[src/rtl/smu_pkg.sv]
package smu_pkg;

  typedef struct packed {
    logic       en;
    logic [1:0] mst;
    logic [2:0] win;
  } slice_cfg_t;

  function automatic int num_slices(input int v);
    return (v == 0) ? 4 : 8;
  endfunction

  function automatic int num_masters(input int v);
    return (v == 0) ? 2 : 3;
  endfunction

  function automatic int num_windows(input int v);
    return (v == 0) ? 4 : 8;
  endfunction

  function automatic int win_w(input int v);
    return (v == 0) ? 2 : 3;
  endfunction

  function automatic int slice_w(input int v);
    return (v == 0) ? 2 : 3;
  endfunction

endpackage

[src/rtl/smu_cfg_store.sv]
module smu_cfg_store #(
  parameter int NUM_REGS  = 2,
  parameter int REG_IDX_W = 2
) (
  input  logic                     clk,
  input  logic                     rst,
  input  logic                     wr_en,
  input  logic [REG_IDX_W-1:0]     wr_idx,
  input  logic [31:0]              wr_data,
  input  logic [3:0]               wr_be,
  output logic [NUM_REGS*32-1:0]   cfg_flat
);

  for (genvar r = 0; r < NUM_REGS; r++) begin : g_reg
    for (genvar b = 0; b < 4; b++) begin : g_lane
      logic [7:0] lane_q;
      always_ff @(posedge clk) begin
        if (rst) begin
          lane_q <= 8'h00;
        end else if (wr_en && wr_be[b] && (wr_idx == REG_IDX_W'(r))) begin
          lane_q <= wr_data[b*8 +: 8];
        end
      end
      assign cfg_flat[r*32 + b*8 +: 8] = lane_q;
    end
  end

endmodule

[src/rtl/smu_slice_decode.sv]
module smu_slice_decode
  import smu_pkg::*;
#(
  parameter int VARIANT = 1
) (
  input  logic [7:0]  cfg_byte,
  output slice_cfg_t  dec
);

  if (VARIANT == 0) begin : g_small
    logic unused_bits;
    assign unused_bits = ^{cfg_byte[6:4], cfg_byte[1]};
    assign dec.en  = cfg_byte[7];
    assign dec.mst = {1'b0, cfg_byte[0]};
    assign dec.win = {1'b0, cfg_byte[3:2]};
  end else begin : g_large
    logic unused_bits;
    assign unused_bits = ^cfg_byte[6:5];
    assign dec.en  = cfg_byte[7];
    assign dec.mst = cfg_byte[1] ? 2'd2 : {1'b0, cfg_byte[0]};
    assign dec.win = cfg_byte[4:2];
  end

endmodule

[src/rtl/smu_resolver.sv]
module smu_resolver
  import smu_pkg::*;
#(
  parameter int NUM_SLICES  = 8,
  parameter int NUM_MASTERS = 3,
  parameter int NUM_WINDOWS = 8,
  parameter int SLICE_W     = 3,
  localparam int ENTRIES    = NUM_MASTERS * NUM_WINDOWS
) (
  input  slice_cfg_t         dec     [NUM_SLICES],
  output logic               hit_tab [ENTRIES],
  output logic [SLICE_W-1:0] sl_tab  [ENTRIES]
);

  // Highest slice first, so lower numbers overwrite and win.
  always_comb begin
    for (int e = 0; e < ENTRIES; e++) begin
      hit_tab[e] = 1'b0;
      sl_tab[e]  = '0;
      for (int s = NUM_SLICES - 1; s >= 0; s--) begin
        if (dec[s].en &&
            dec[s].mst == 2'(e / NUM_WINDOWS) &&
            dec[s].win == 3'(e % NUM_WINDOWS)) begin
          hit_tab[e] = 1'b1;
          sl_tab[e]  = SLICE_W'(s);
        end
      end
    end
  end

endmodule

[src/rtl/slice_map_unit.sv]
module slice_map_unit
  import smu_pkg::*;
#(
  parameter int VARIANT   = 1,
  parameter int REG_IDX_W = 2
) (
  input  logic                          clk,
  input  logic                          rst,
  input  logic                          wr_en,
  input  logic [REG_IDX_W-1:0]          wr_idx,
  input  logic [31:0]                   wr_data,
  input  logic [3:0]                    wr_be,
  input  logic [1:0]                    lk_master,
  input  logic [win_w(VARIANT)-1:0]     lk_window,
  output logic                          lk_hit,
  output logic [slice_w(VARIANT)-1:0]   lk_slice
);

  localparam int NUM_SLICES  = num_slices(VARIANT);
  localparam int NUM_MASTERS = num_masters(VARIANT);
  localparam int NUM_WINDOWS = num_windows(VARIANT);
  localparam int WIN_W       = win_w(VARIANT);
  localparam int SLICE_W     = slice_w(VARIANT);
  localparam int NUM_REGS    = NUM_SLICES / 4;
  localparam int ENTRIES     = NUM_MASTERS * NUM_WINDOWS;

  logic [NUM_REGS*32-1:0] cfg_q;
  slice_cfg_t             dec     [NUM_SLICES];
  logic                   hit_tab [ENTRIES];
  logic [SLICE_W-1:0]     sl_tab  [ENTRIES];

  smu_cfg_store #(
    .NUM_REGS  (NUM_REGS),
    .REG_IDX_W (REG_IDX_W)
  ) u_store (
    .clk      (clk),
    .rst      (rst),
    .wr_en    (wr_en),
    .wr_idx   (wr_idx),
    .wr_data  (wr_data),
    .wr_be    (wr_be),
    .cfg_flat (cfg_q)
  );

  for (genvar s = 0; s < NUM_SLICES; s++) begin : g_dec
    smu_slice_decode #(.VARIANT(VARIANT)) u_dec (
      .cfg_byte (cfg_q[s*8 +: 8]),
      .dec      (dec[s])
    );
  end

  smu_resolver #(
    .NUM_SLICES  (NUM_SLICES),
    .NUM_MASTERS (NUM_MASTERS),
    .NUM_WINDOWS (NUM_WINDOWS),
    .SLICE_W     (SLICE_W)
  ) u_res (
    .dec     (dec),
    .hit_tab (hit_tab),
    .sl_tab  (sl_tab)
  );

  always_comb begin
    lk_hit   = 1'b0;
    lk_slice = '0;
    for (int e = 0; e < ENTRIES; e++) begin
      if (lk_master == 2'(e / NUM_WINDOWS) &&
          lk_window == WIN_W'(e % NUM_WINDOWS)) begin
        lk_hit   = hit_tab[e];
        lk_slice = sl_tab[e];
      end
    end
  end

endmodule

[config.mk]
export PLATFORM = sky130hd
export DESIGN_NAME = slice_map_unit
export DESIGN_NICKNAME = d
export VERILOG_FILES = /design/src/rtl/smu_pkg.sv /design/src/rtl/smu_cfg_store.sv /design/src/rtl/smu_slice_decode.sv /design/src/rtl/smu_resolver.sv /design/src/rtl/slice_map_unit.sv
export SDC_FILE = /design/constraint.sdc
export NUM_CORES = 1
export LEC_CHECK = 0
export BUFFER_PORTS_ARGS = -buffer_cell sky130_fd_sc_hd__clkbuf_2
export CELL_PAD_IN_SITES_DETAIL_PLACEMENT = 0
export CELL_PAD_IN_SITES_GLOBAL_PLACEMENT = 2
export CORE_AREA = 2 2 158 160
export CTS_CLUSTER_SIZE = 8
export DETAILED_ROUTE_END_ITERATION = 8
export DIE_AREA = 0 0 160 162
export HOLD_SLACK_MARGIN = 0.15
export PLACE_DENSITY = 0.58
export SETUP_SLACK_MARGIN = 0.15
export SYNTH_ARGS = -nofsm -noshare
export SYNTH_HDL_FRONTEND = slang
export SYNTH_SLANG_ARGS = --single-unit
export TNS_END_PERCENT = 5
[constraint.sdc]
create_clock -name clk -period 5.3 [get_ports clk]
set_input_delay 0.265 -clock clk [delete_from_list [all_inputs] [get_ports clk]]
set_output_delay 0.265 -clock clk [all_outputs]
set_load 0.005 [all_outputs]
==> flow_summary_export.csv, run 1 <==
group,metric,value,unit
sta,finalCriticalPeriod,3.64,ns
synthesis,syn_nets,945,
sta,fin_skew,0,ns
sta,post-route-period-util,0.686,
clock_tree,clock_sinks,48,
critical_path,reg2reg_slack,4.41,ns
synthesis,synth.distinct_cells,72,
grt,grt_max_degree,49,
critical_path,r2r_cells,2,
floorplanning,die_w,160,um
floorplanning,core_area,24100,um2
placement,routabilityCongestion,0.968,
placement,dp.final_hpwl,25.1,mm
clock_tree,path_clk_slew,0.07,ns
critical_path,cp_slowest_cell,"nor4bb_1",
floorplanning,row_count,57,
detailed_routing,wirelength,30.5,mm
critical_path,crit_fanout,9,
sta,fin_setup_tns,0,ns
critical_path,worstPathArrival,3.37,ns
critical_path,worstReg2RegStart,"u_store.g_reg[1].g_lane[2].lane_q[1]",
grt,grt-ovfl-total,0,
cells_and_area,nFillCells,2817,
clock_tree,postCtsHoldBufs,0,
cells_and_area,antennaDiodeCount,0,
placement,port-buffer-count,41,
critical_path,crit_type,"reg2out",
sta,hold_slack,0.223,ns
clock_tree,ctsResizeCount,0,
cells_and_area,largestRegisters,"u_store.g.g_lane.lane_q x48",
critical_path,crit_top_cell,"o211ai_1",
floorplanning,die_area,25900,um2
cells_and_area,top_register,"u_store.g.g_lane.lane_q",
floorplanning,io_pins,50,
critical_path,required,5.04,ns
synthesis,syn-cell-area,5970,um2
power,leakagePower,0.00190,uW
detailed_routing,via_count,7303,
grt,antenna_found_initial,1,
detailed_routing,drc,0,
cells_and_area,finalNetCount,932,
power,power.total,860,uW
sta,tightest_slew,1.02,ns
clock_tree,cts_setup_buffers,0,
clock_tree,clock_path_buffers,2,
floorplanning,die_y,162,um
grt,grt_use_total,0.230,
cells_and_area,multiInputGateArea,4740,um2
grt,grt_pass1_vias,6972,
floorplanning,initial_core_util,0.248,
critical_path,max_stage_delay,0.80,ns
run,drv_cap,0,
clock_tree,htreeDepth,2,
synthesis,ys.flop_type,"dfxtp_1",
detailed_routing,initialDrtViolationCount,665,
min_path,holdPathStages,3,
sta,finalWorstSetupSlack,1.66,ns
outcome,status,"finished, final reports clean",
cells_and_area,area_growth,9.08,%
synthesis,ys_seq_area_frac,0.161,
clock_tree,clk_latency,0.29,ns
min_path,worstHoldStart,"wr_data[18]",
detailed_routing,ant_nets,0,
cells_and_area,seqCellArea,961,um2
critical_path,startpoint_type,"flip-flop",
power,powerDensity,132,nW/um2
synthesis,synthCells,899,
cells_and_area,largest_reg_flops,48,
synthesis,ys_seq_elements,48,
cells_and_area,final_cell_mix,"nor2_1 (139), nand2_1 (88), o22ai_1 (64)",
synthesis,synth_edf_count,0,
min_path,hold_path_end,"u_store.g_reg[1].g_lane[2].lane_q[2]",
critical_path,crit_chain,"nor4bb_1 -> o2111ai_1 -> o211ai_1 -> a21oi_1 -> nor3_1 -> o211ai_1 -> nor4_1 -> o31ai_1 -> clkbuf_2",
sta,rsz0062_at_grt,"no",
clock_tree,cts_buffers,5,
critical_path,end_kind,"output port",
power,irDropWorstVdd,0.124,mV
min_path,holdCritPathClass,"in2reg",
sta,finalHoldViolCount,0,
synthesis,async_flop_share,0,
cells_and_area,mostFrequentLayoutCell,"nor2_1",
detailed_routing,dr.pass1.iters,6,
sta,setup_viol,0,
synthesis,avgSynthCellArea,6.64,um2
sta,max_slew_margin,0.309,
detailed_routing,routedWlPerCell,25.1,um
detailed_routing,via_per_inst,6.03,
critical_path,rr_endpoint,"u_store.g_reg[1].g_lane[2].lane_q[1]",
synthesis,yosys_warnings,0,
sta,max_freq,0.275,GHz
cells_and_area,drive_gt1_frac,0.0722,
placement,preCtsSetupSlack,2.05,ns
sta,finalMaxSlewViolations,0,
clock_tree,cts_root_buf,"clkbuf_16",
grt,grt_first_pass_wirelength,44.4,mm
clock_tree,cts_tree,"done",
==> critical path, delay by kind of cell (launching register included) <==
kind | cells | cell delay [ns]
simple gates | 3 | 1.39
compound gates | 5 | 1.05
flops | 1 | 0.49
buf+inv | 1 | 0.14
==> Yosys cell counts, drive strengths merged, types with 6 or more instances <==
master / instances / area [um2]
nand2: 88 / 330
or2: 14 / 87.6
dfxtp: 48 / 961
o211ai: 18 / 140
o31ai: 6 / 45.0
nand2b: 26 / 163
o221ai: 6 / 52.6
nor3: 31 / 155
inv: 7 / 26.3
nand4: 6 / 37.5
clkbuf: 60 / 225
and3b: 6 / 52.6
a21boi: 6 / 45.0
and2: 8 / 50.1
o21a: 6 / 45.0
nor4: 9 / 56.3
or3b: 7 / 61.3
a21oi: 53 / 265
o22ai: 64 / 400
a211oi: 33 / 248
nand3: 37 / 185
nor3b: 9 / 72.6
nand3b: 12 / 90.1
nand4b: 10 / 87.6
nor2: 139 / 522
nor2b: 22 / 138
a22oi: 6 / 45.0
nor4bb: 6 / 60.1
o21ai: 32 / 160
nand4bb: 13 / 146
mux2i: 30 / 300
==> where the power goes <==
part / total (uW) / switching (uW) / internal (uW)
clock network: 333 / 144 / 188
registers: 385 / 16.2 / 368
logic: 143 / 93.5 / 49.2
==> cell type report <==
cell class | instances | area share
Clock buffer | 7 | 0.0219
Clock inverter | 1 | 0.00115
Inverter | 7 | 0.00404
Multi-Input combinational cell | 780 | 0.728
Sequential cell | 48 | 0.148
Tap cell | 324 | 0.0623
Timing Repair Buffer | 44 | 0.0350
==> stage by stage <==
| stage | area (um2) | cells | util |
|---|---|---|---|
| floorplan | 5970 | 899 | - |
| global placement | 6360 | 1203 | 0.264 |
| detailed placement | 6360 | 1203 | 0.264 |
| CTS | 6510 | 1211 | 0.270 |
| global route | 6510 | 1211 | 0.270 |
| finish | 6510 | 1211 | 0.270 |
==> cells by family (layout without fill, tap and decap cells) <==
family          Yosys count  in the layout  share of synthesized area
mux                      30             30                     0.0503
compound gates          282            282                      0.320
simple gates            468            468                      0.423
flops                    48             48                      0.161
buf+inv                  71             59                     0.0449
==> how the worst max path moves through the flow <==
stage	startpoint	endpoint	slack, ns
6_report	u_store.g_reg[1].g_lane[0].lane_q[7]	lk_slice[0]	1.66
4_1_cts	u_store.g_reg[1].g_lane[0].lane_q[7]	lk_hit	1.72
5_1_grt	u_store.g_reg[1].g_lane[0].lane_q[7]	lk_hit	1.53
2_1_floorplan	u_store.g_reg[1].g_lane[0].lane_q[7]	lk_slice[0]	2.80
3_3_place_gp	u_store.g_reg[1].g_lane[0].lane_q[7]	lk_hit	2.05
3_5_place_dp	u_store.g_reg[1].g_lane[0].lane_q[7]	lk_hit	2.05
==> layer usage <==
metal | routed length [um] | global-route usage | vias to the layer above
li1 | - | - | 3406
met1 | 14100 | 0.314 | 3518
met2 | 13200 | 0.363 | 295
met3 | 1540 | 0.0207 | 82
met4 | 1640 | 0.119 | 2
met5 | 11 | 0 | -
Note: power is estimated with default switching activity, not from simulation.
==> run 2, diff against run 1 <==
Settings changed: ABC_AREA set to 1, CORE_AREA 2 2 158 160 to 2 2 156 158, DIE_AREA 0 0 160 162 to 0 0 158 160, PLACE_DENSITY 0.58 to 0.67.
Clock period 5.3 ns to 3.2 ns, I/O delays scaled along.
==> flow_summary_export.csv, run 2 <==
group,metric,value,unit
placement,port-buffer-count,41,
detailed_routing,wl_met1,13.7,mm
floorplanning,row_count,57,
detailed_routing,met2_length,12.9,mm
detailed_routing,wirelength,29.7,mm
cells_and_area,area_growth,22.0,%
floorplanning,io_pins,50,
sta,fin_skew,0,ns
floorplanning,die_y,160,um
cells_and_area,top_register,"u_store.g.g_lane.lane_q",
synthesis,synth_edf_count,0,
min_path,holdPathStages,3,
run,drv_cap,0,
critical_path,startpoint_type,"flip-flop",
clock_tree,cts_buffers,5,
cells_and_area,largest_reg_flops,48,
synthesis,synth_xor_area_frac,0,
critical_path,crit_top_cell,"nand4_1",
outcome,status,"finished, final reports clean",
detailed_routing,wl_met3,1.81,mm
critical_path,max_stage_delay,0.48,ns
grt,antenna_found_initial,0,
critical_path,end_kind,"output port",
floorplanning,die_w,158,um
cells_and_area,final_cell_mix,"nor2_1 (314), nand2_1 (219), inv_1 (136)",
clock_tree,cts_tree,"done",
cells_and_area,nFillCells,2859,
grt,grt-ovfl-total,0,
placement,routabilityCongestion,0.964,
grt,grt_max_degree,49,
detailed_routing,dr.pass1.iters,8,
min_path,hold_path_end,"u_store.g_reg[0].g_lane[3].lane_q[3]",
clock_tree,clock_sinks,48,
clock_tree,cts_root_buf,"clkbuf_16",
power,powerDensity,210,nW/um2
detailed_routing,topRoutingLayerUsed,"met4",
critical_path,cp_slowest_cell,"dfxtp_1",
critical_path,required,3.04,ns
synthesis,syn_nets,1168,
synthesis,synthCells,1122,
critical_path,worstPathArrival,2.99,ns
clock_tree,clk_latency,0.30,ns
clock_tree,clock_path_buffers,2,
clock_tree,htreeDepth,2,
grt,grt_first_pass_wirelength,43.7,mm
synthesis,synthSimpleGateAreaFrac,0.553,
min_path,holdCritPathClass,"in2reg",
cells_and_area,largestRegisters,"u_store.g.g_lane.lane_q x48",
detailed_routing,ant_nets,0,
critical_path,crit_type,"reg2out",
sta,finalHoldViolCount,0,
synthesis,yosysMostFrequentCell,"nor2_1",
cells_and_area,drive_gt1_frac,0.147,
synthesis,synth_top_family_by_area,"simple AND/OR/NAND/NOR gates",
cells_and_area,mostFrequentLayoutCell,"nor2_1",
critical_path,crit_fanout,6,
sta,max_slew_margin,0.254,
sta,finalCriticalPeriod,3.15,ns
cells_and_area,fin_util,0.299,
placement,place_inst,1500,
grt,grt_use_total,0.237,
detailed_routing,via_per_inst,4.97,
synthesis,syn-cell-area,5840,um2
detailed_routing,routedWlPerCell,19.4,um
sta,finalMaxSlewViolations,0,
min_path,worstHoldStart,"wr_data[27]",
power,irDropWorstVdd,0.244,mV
sta,rsz0062_at_grt,"yes",
detailed_routing,drc,0,
critical_path,rr_endpoint,"u_store.g_reg[1].g_lane[3].lane_q[4]",
floorplanning,core_area,23800,um2
synthesis,ys_seq_area_frac,0.165,
floorplanning,initial_core_util,0.245,
critical_path,worstReg2RegStart,"u_store.g_reg[1].g_lane[3].lane_q[4]",
synthesis,ys.flop_type,"dfxtp_1",
sta,fin_setup_tns,0,ns
synthesis,synth_area_leader_cell,"nor2_1",
critical_path,r2r_cells,2,
synthesis,ys_seq_elements,48,
synthesis,async_flop_share,0,
synthesis,avgSynthCellArea,5.20,um2
sta,tightest_slew,1.12,ns
critical_path,crit_chain,"inv_2 -> nor3_1 -> inv_1 -> nor2_1 -> nor3_1 -> o22ai_1 -> a21oi_1 -> o21ai_0 -> nand3_1 -> nand2_1 -> nand4_1 -> nand2_1 -> nand4_1 -> nand2_1 -> nand4_1 -> nor2_1 -> nand4_1 -> clkbuf_2",
synthesis,synth_mux_area_frac,0,
cells_and_area,finalNetCount,1252,
synthesis,synth_top_cell_area_share,0.207,
cells_and_area,final_cells,1530,
detailed_routing,via_count,7608,
synthesis,synth.distinct_cells,36,
cells_and_area,antennaDiodeCount,0,
sta,post-route-period-util,0.985,
synthesis,yosys-top-cells-count,"nor2_1 (322), nand2_1 (222), inv_1 (138)",
placement,preCtsSetupSlack,0.241,ns
detailed_routing,initialDrtViolationCount,629,
placement,dp.final_hpwl,25.3,mm
synthesis,synth.area.top_cells,"nor2_1 (21%), dfxtp_1 (16%), nand2_1 (14%), inv_1 (8.9%), nand3_1 (5.1%)",
sta,max_freq,0.317,GHz
synthesis,synth-compound-area-share,0.163,
critical_path,reg2reg_slack,2.29,ns
synthesis,synthAdderAreaFrac,0,
synthesis,yosys_warnings,0,
power,leakagePower,0.00285,uW
sta,finalWorstSetupSlack,0.0464,ns
clock_tree,path_clk_slew,0.07,ns
grt,grt_pass1_vias,7125,
floorplanning,die_area,25300,um2
sta,setup_viol,0,
run 2: cell count changes after synthesis, moves of 26 or more:
cell / previous run / this run
nor2_1: 139 / 322
nand2_1: 88 / 222
inv_1: 7 / 138
o22ai_1: 64 / 7
clkbuf_1: 60 / 12
mux2i_1: 30 / 0
inv_2: 0 / 27
nand2b_1: 26 / 0
run 2: area by class of cell:
| type | instances | area [um2] | share of cell area |
|---|---|---|---|
| multi-input cells | 891 | 4310 | 0.605 |
| repair buffers | 92 | 661 | 0.0928 |
| inverters | 168 | 631 | 0.0886 |
| clock buffers | 6 | 139 | 0.0195 |
| clock inverters | 1 | 8.76 | 0.00123 |
| well taps | 324 | 405 | 0.0569 |
| flip-flops and latches | 48 | 971 | 0.136 |
run 2: worst max-delay path by stage:
| stage | from | cells past startpoint | end | slack (ns) |
|---|---|---|---|---|
| after floorplan | u_store.g_reg[0].g_lane[2].lane_q[2] | 17 | lk_slice[2] | 1.15 |
| after global placement | u_store.g_reg[0].g_lane[0].lane_q[7] | 18 | lk_slice[2] | 0.27 |
| after detailed placement | u_store.g_reg[0].g_lane[0].lane_q[1] | 17 | lk_slice[2] | 0.24 |
| after CTS | u_store.g_reg[0].g_lane[0].lane_q[7] | 19 | lk_slice[2] | 0.06 |
| after global routing | u_store.g_reg[1].g_lane[0].lane_q[3] | 19 | lk_slice[1] | -0.17 |
| final | u_store.g_reg[1].g_lane[2].lane_q[4] | 18 | lk_slice[0] | 0.05 |
run 2: kinds of logic after synthesis:
| group | count (synthesis) |
|---|---|
| buffers and inverters | 183 |
| DFF | 48 |
| and+or+nand+nor | 736 |
| AOI/OAI and AO/OA | 155 |
run 2: metrics by stage:
stage               hold slack (ns)  instance area, um2  power, uW
finish                        0.158                7120       1500
global route                  0.179                7120       1560
CTS                           0.156                7030       1500
detailed placement            0.419                6590        912
global placement              0.416                6590        914
floorplan                     0.307                5840        793
run 2: report_power, final:
part	leakage, uW	internal, uW	total [uW]	switching, uW
sequential	0.000394	618	644	26.6
clock	0.0000729	309	564	255
combinational	0.00238	99.4	291	192
run 2: per-layer routing:
layer / GRT usage / up-vias
li1: - / 3830
met1: 0.330 / 3448
met2: 0.370 / 274
met3: 0.0277 / 56
met4: 0.0991 / 0
met5: 0 / -
run 2: critical path, delay by kind of cell (launching register included):
family | cells | cell delay [ns]
buffers and inverters | 3 | 0.37
and+or+nand+nor | 12 | 1.39
AOI/OAI and AO/OA | 3 | 0.45
DFF | 1 | 0.48
run 2: repair_timing:
| action | 4_1_cts | 5_1_grt |
|---|---|---|
| gates resized for setup | 17 | 24 |
| setup endpoints to repair | 4 | 4 |
| buffers inserted | 3 | 1 |
| pin swaps | 5 | 3 |
| hold buffers | 19 | 0 |
| hold endpoints to repair | 29 | 0 |
==> run 3, diff against run 2 <==
Settings changed: ABC_AREA 1 to not set, CORE_AREA 2 2 156 158 to 2 2 158 160, DIE_AREA 0 0 158 160 to 0 0 160 162, PLACE_DENSITY 0.67 to 0.6.
==> flow_summary_export.csv, run 3 (synthesis results as in run 1) <==
group,metric,value,unit
clock_tree,clock_path_buffers,2,
clock_tree,cts_tree,"done",
floorplanning,initial_core_util,0.248,
placement,routabilityCongestion,0.973,
cells_and_area,nFillCells,2779,
floorplanning,core_area,24100,um2
cells_and_area,area_growth,23.7,%
run,drv_cap,0,
floorplanning,die_y,162,um
critical_path,end_kind,"output port",
min_path,holdCritPathClass,"in2reg",
power,irDropWorstVdd,0.234,mV
detailed_routing,initialDrtViolationCount,647,
critical_path,crit_type,"reg2out",
detailed_routing,drc,0,
clock_tree,path_clk_slew,0.07,ns
placement,dp.final_hpwl,25.5,mm
detailed_routing,via_per_inst,5.87,
sta,post-route-period-util,0.959,
cells_and_area,largestRegisters,"u_store.g.g_lane.lane_q x48",
grt,grt_max_degree,49,
sta,finalWorstSetupSlack,0.130,ns
critical_path,required,3.04,ns
floorplanning,io_pins,50,
detailed_routing,routedWlPerCell,23.7,um
critical_path,crit_fanout,8,
cells_and_area,antennaDiodeCount,0,
clock_tree,cts_buffers,5,
power,leakagePower,0.00237,uW
grt,grt-ovfl-total,0,
outcome,status,"finished, final reports clean",
cells_and_area,largest_reg_flops,48,
power,powerDensity,201,nW/um2
cells_and_area,drive_gt1_frac,0.167,
detailed_routing,dr.pass1.iters,5,
clock_tree,cts_root_buf,"clkbuf_16",
sta,max_freq,0.326,GHz
floorplanning,die_w,160,um
cells_and_area,top_register,"u_store.g.g_lane.lane_q",
placement,port-buffer-count,41,
cells_and_area,finalNetCount,1026,
cells_and_area,mostFrequentLayoutCell,"nor2_1",
grt,grt_first_pass_wirelength,45.6,mm
grt,antenna_found_initial,0,
floorplanning,die_area,25900,um2
grt,grt_pass1_vias,7338,
cells_and_area,final_cell_mix,"nor2_1 (138), nand2_1 (87), buf_4 (73)",
sta,finalMaxSlewViolations,0,
sta,rsz0062_at_grt,"yes",
critical_path,startpoint_type,"flip-flop",
grt,grt_use_total,0.233,
power,power.total,1480,uW
sta,tightest_slew,1.02,ns
sta,finalHoldViolCount,0,
detailed_routing,ant_nets,0,
placement,preCtsSetupSlack,0.216,ns
sta,max_slew_margin,0.320,
clock_tree,clk_latency,0.29,ns
detailed_routing,wirelength,30.9,mm
detailed_routing,via_count,7654,
sta,setup_viol,0,
clock_tree,htreeDepth,2,
sta,finalCriticalPeriod,3.07,ns
sta,fin_skew,0,ns
clock_tree,clock_sinks,48,
floorplanning,row_count,57,
critical_path,worstPathArrival,2.91,ns
run 3: cell types whose count changed in the layout (fill, tap and decap cells not counted), sizes merged, moves of 30 or more:
| cell | delta |
|---|---|
| nor2 | -187 |
| mux2i | +30 |
| nand2 | -137 |
| buf | +41 |
| o22ai | +57 |
| inv | -158 |
| nor3 | -47 |
run 3: per-stage QoR:
| stage | hold slack [ns] | TNS [ns] | instance area [um2] | std cells | util |
|---|---|---|---|---|---|
| final | 0.210 | 0 | 7390 | 1305 | 0.306 |
| after global routing | 0.241 | -0.0156 | 7390 | 1305 | 0.306 |
| after CTS | 0.209 | 0 | 7320 | 1304 | 0.304 |
| after detailed placement | 0.419 | 0 | 6870 | 1271 | 0.285 |
| after global placement | 0.414 | 0 | 6870 | 1271 | 0.285 |
| after floorplan | 0.304 | 0 | 5970 | 899 | - |
run 3: layer usage:
layer	track usage	wire [um]	up-vias
met1	0.314	13900	3705
li1	-	-	3580
met4	0.0778	1130	0
met2	0.394	14200	302
met3	0.0174	1670	67
met5	0	0	-
run 3: final timing paths:
check	slack (ns)	endpoint	start	cells after the start
min reg2reg	0.50	u_store.g_reg[1].g_lane[1].lane_q[2]	u_store.g_reg[1].g_lane[1].lane_q[2]	2
max reg2reg	2.32	u_store.g_reg[1].g_lane[0].lane_q[3]	u_store.g_reg[1].g_lane[0].lane_q[3]	3
max	0.13	lk_slice[0]	u_store.g_reg[1].g_lane[3].lane_q[0]	10
min	0.21	u_store.g_reg[1].g_lane[1].lane_q[0]	wr_be[1]	3
run 3: what timing repair did:
action,in CTS,in global routing
hold buffers,24,0
setup endpoints to repair,3,4
endpoints found under the hold margin,47,0
resized for setup,17,14
pin swaps,5,1
buffers inserted,1,1
run 3: power by group:
group          internal (uW)  leakage [uW]  total [uW]  switching [uW]
Sequential               610      0.000392         633            22.8
Combinational            124       0.00191         295             171
Clock                    312     0.0000701         553             241
run 3: area by class of cell:
| type | instances | area (um2) | area share |
|---|---|---|---|
| clock buffers | 7 | 143 | 0.0193 |
| clock inverters | 1 | 7.51 | 0.00102 |
| inverters | 7 | 26.3 | 0.00356 |
| multi-input cells | 780 | 4840 | 0.655 |
| flip-flops and latches | 48 | 971 | 0.131 |
| well taps | 324 | 405 | 0.0549 |
| repair buffers | 138 | 993 | 0.135 |
run 3: critical path: stages (launching register included):
cell and delay (ns):
dfxtp_1 0.35, or4b_4 0.62, a211oi_1 0.36, o22ai_1 0.12, a21boi_1 0.17, o21ai_0 0.11, a31oi_1 0.26, nor4_2 0.08
buf_4 0.15, o31ai_1 0.23, clkbuf_2 0.16
